===== src/rtl/pwm_carry_bank.sv =====
module pwm_carry_bank #(
  parameter int CNT_W    = 8,
  parameter int CHANNELS = 4
) (
  input  logic                      clk,
  input  logic                      rst,
  input  logic [CNT_W-1:0]          start_val,
  input  logic [CHANNELS*CNT_W-1:0] data_in,
  output logic                      sample_en,
  output logic [CHANNELS-1:0]       pwm_out
);

  logic [CNT_W-1:0]          cnt;
  logic [CHANNELS*CNT_W-1:0] level;

  assign sample_en = &cnt;

  always_ff @(posedge clk) begin
    if (rst || sample_en) cnt <= start_val;
    else                  cnt <= cnt + 1'b1;
  end

  always_ff @(posedge clk) begin
    if (rst)            level <= '0;
    else if (sample_en) level <= data_in;
  end

  for (genvar k = 0; k < CHANNELS; k++) begin : g_ch
    assign pwm_out[k] = 1'(({1'b0, cnt} + {1'b0, level[k*CNT_W +: CNT_W]}) >> CNT_W);
  end

endmodule



===== config.mk =====
export PLATFORM = sky130hd
export DESIGN_NAME = pwm_carry_bank
export DESIGN_NICKNAME = d
export VERILOG_FILES = /design/src/rtl/pwm_carry_bank.sv
export SDC_FILE = /design/constraint.sdc
export NUM_CORES = 1
export LEC_CHECK = 0
export BUFFER_PORTS_ARGS = -buffer_cell sky130_fd_sc_hd__buf_4
export CORE_MARGIN = 2
export CORE_UTILIZATION = 54
export DETAILED_ROUTE_END_ITERATION = 12
export HOLD_SLACK_MARGIN = 0.06
export PLACE_DENSITY = 0.79
export SYNTH_ARGS = -nofsm -noshare
export SYNTH_HDL_FRONTEND = slang
export SYNTH_SLANG_ARGS = --single-unit

===== constraint.sdc =====
create_clock -name clk -period 2.1 [get_ports clk]
set_input_delay 0.42 -clock clk [delete_from_list [all_inputs] [get_ports clk]]
set_output_delay 0.42 -clock clk [all_outputs]
set_load 0.02 [all_outputs]

==> results by group <==
Detailed routing
  • Drt first pass iters: 4
  • Avg WL per Cell: between 15 and 20 um
  • Routed WL: 5710 um
  • Antenna Nets Post-Route: 0
  • Vias/cell: between 5 and 6
  • Initial DRC Count: 160
  • Routed via count: 2080
  • DRC viols: 0

Cells and area
  • Layout cells sized above 1: between 20 and 30%
  • Post-layout nets: 375
  • Final Non-Filler Cells: 355
  • Commonest non-fill, non-tap cells in the layout: buf_4, a21oi_1, o21ai_0
  • Filler Cell Count: between 300 and 400
  • Most common cell after layout, fill and taps aside: buf_4
  • Number of diodes: 0
  • Area growth from synthesis to final layout: 26.2%

STA
  • Final min period: between 2000 and 2500 ps
  • Slew at the pin with the worst max-slew slack: roughly 430 ps
  • Slew Limit Fails: 0
  • RSZ-0062 raised after global routing: yes
  • Final period util: between 90% and 100%
  • Final Setup Violations: 0
  • Hold Fails Final Rpt: 0
  • FMAX: between 400 and 500 MHz
  • Clk_skew: 6.47 ps
  • Final setup margin: 19.0 ps
  • Rel. slew slack: between 70 and 80%

Synthesis
  • Number of distinct library cells after synthesis: 31
  • Simple-gate share of the synthesized area: between 10% and 20%
  • Synth top area cells: dfxtp_1, ha_1, a21oi_1
  • Syn_area_per_cell: between 8 and 9 sq um
  • Main combinational cell family by area after synthesis: compound AO/OA/AOI/OAI gates
  • Post-Syn Instances: between 200 and 300
  • Sequential element share of the synthesized area: between 30% and 40%
  • Async S/R FF share, synth: 0%
  • Post-synthesis compound-gate area fraction: roughly a quarter
  • Flops & latches, synth: 40
  • Post-synthesis mux area share: 2.46%
  • Top FF cell, synth: dfxtp_1
  • Area share of fa/ha/maj cells after synthesis: around 16%
  • Post-synth top area share: between 30% and 40%
  • Syn_nets: roughly 330
  • Number of synthesized flops with an enable pin: 0
  • Most area-hungry cell type in the Yosys netlist: dfxtp_1
  • Synth Area in XOR/XNOR: 1.18%
  • Synth warn: 0
  • Synthesized cell area: roughly 2200 sq um

GRT
  • Antenna violations before repair: 0
  • First-pass GRT wire length: between 9000 and 10000 um
  • Pin count of the biggest net entering global routing: 41
  • Vias in the first global route: 1926
  • Total global routing overflow: 0
  • Gr usage total: a little over a quarter

CTS
  • Htree depth: 2
  • Clk slew on worst S/H paths: 80 ps
  • Clock sink count: 40
  • Clock buffer count from CTS: 5
  • CTS root buf: clkbuf_8
  • CTS tree: built
  • Clock Tree Buf Depth: 2
  • Hold_buf cts: 0
  • Latest clock arrival within the worst-skew pair: around 300 ps

Floorplan
  • Die width: 68.3 um
  • Core outline area: ~4000 sq um
  • Num ports: between 40 and 50
  • Row cnt: 23
  • Initial Util: 55.9%
  • Die height: approximately 70 um
  • Die Area: between 4000 and 5000 sq um

Pwr
  • Cell Pwr Density: 674 nW/um^2
  • LEAKAGE: roughly 1.1 nW
  • Sw Share: approximately 30%
  • Net Switching: ~0.57 mW
  • Register share of total power: 46.9%
  • Peak supply drop: roughly 380 uV
  • Clk pwr share: between 30% and 40%
  • Logic pwr share: approximately a fifth
  • Cell internal pwr: between 1 and 1.5 mW

Critical path
  • WS Path Type: reg2out
  • Setup crit end kind: output port
  • Worst Path Required: 1680 ps
  • Cell Chain, Critical Path: ha_1, a31o_2, a21oi_2, o211ai_1, buf_4
  • Crit Path Max Fanout: 6
  • Reg2reg end: cnt[3]$_DFF_P_
  • R2R depth: 4
  • CP max-delay cell: dfxtp_4
  • CP Data Arrival Time: roughly 1700 ps
  • FF-to-FF Start: cnt[1]$_DFF_P_
  • Max incr delay on CP: 380 ps
  • FF-to-FF setup slack: 460 ps
  • Crit start category: flip-flop

Placed design
  • RD Place Congestion: 0.789
  • Pre-CTS setup slack: between 200 and 250 ps
  • PortBufs: between 40 and 50
  • Final HPWL DP: 3750 um
  • Placed insts: about 350

Run status
  • Run status: finished, final reports clean

Job
  • Maxcap violations: 0

Worst hold path
  • Hold EP: cnt[4]$_DFF_P_
  • Hold Crit Class: in2reg
  • Hold wc startpoint: start_val[4]
  • Worst hold stages: 2
==> Yosys cell counts, types with 5 or more instances <==
master     n
a21oi_1   44
dfxtp_1   40
o21ai_0   36
nand3_1   33
ha_1      29
nand2_1   14
clkbuf_1   9
buf_2      7
and4_1     5
==> routing by layer <==
metal | share of wire, % | routed length, um | up-vias | global-route usage, %
met3 | 3.7 | 211 | 8 | 7.07
met5 | 0 | 0 | - | 0
met4 | 1.2 | 66 | 0 | 6.00
li1 | - | - | 1046 | -
met1 | 46 | 2620 | 991 | 33.5
met2 | 49 | 2820 | 35 | 43.8
==> logic make-up after synthesis <==
kind of cell	after synthesis
buffers and inverters	19
xor gates and xnor gates	3
AOI/OAI and AO/OA	95
and+or+nand+nor	67
DFF	40
adders and majority gates	29
muxes	5
==> state kept, by name, indices dropped and copies added (netlist names) <==
| name | flops |
|---|---|
| level | 32 |
| cnt | 8 |
==> what timing repair did <==
item | in CTS | in global routing
endpoints found under the setup margin | 5 | 5
endpoints found under the hold margin | 0 | 0
buffers inserted | 0 | 1
pin swaps | 0 | 2
gates resized for setup | 5 | 15
==> power by group through the flow <==
| stage | Sequential [mW] | Combinational, mW | Clock, mW |
|---|---|---|---|
| final | 0.892 | 0.387 | 0.623 |
| after global placement | 0.894 | 0.340 | 0 |
| after detailed placement | 0.897 | 0.353 | 0 |
| after global routing | 0.898 | 0.433 | 0.662 |
| after CTS | 0.883 | 0.360 | 0.640 |
| after floorplan | 0.864 | 0.226 | 0 |
==> through the flow <==
step / area, sq um / total power, mW / hold slack, ps / util [%] / TNS (ps)
floorplan: 2240 / 1.09 / 450 / - / 0
global placement: 2630 / 1.23 / 465 / 65.7 / 0
detailed placement: 2630 / 1.25 / 467 / 65.7 / 0
CTS: 2740 / 1.88 / 341 / 68.5 / -2.10
global route: 2820 / 1.99 / 339 / 70.5 / -197
finish: 2820 / 1.90 / 351 / 70.5 / 0
==> final cells by class <==
type	instances	area [sq um]	area share [%]
inverters	1	3.75	0.133
multi-input cells	199	1400	49.6
repair buffers	57	428	15.2
clock inverters	2	35.0	1.24
flip-flops and latches	40	820	29.0
clock buffers	6	72.6	2.57
well taps	50	62.6	2.22
==> critical path: cells and delay by family, from the launching register on <==
| kind | cells | cell delay (ps) |
|---|---|---|
| compound gates | 3 | 520 |
| flops | 1 | 380 |
| fa+ha+maj | 1 | 290 |
| buf+inv | 1 | 170 |
==> how the worst max path moves through the flow <==
stage	start	endpoint	slack, ps	cells after the start
after floorplan	cnt[1]$_DFF_P_	sample_en	120	4
after global placement	cnt[1]$_DFF_P_	pwm_out[3]	270	5
after detailed placement	cnt[1]$_DFF_P_	pwm_out[3]	240	5
after CTS	cnt[1]$_DFF_P_	pwm_out[3]	-2	5
after global routing	cnt[5]$_DFF_P_	pwm_out[3]	-80	5
final	cnt[1]$_DFF_P_	pwm_out[1]	20	5
(Power assumes the default switching activity.)
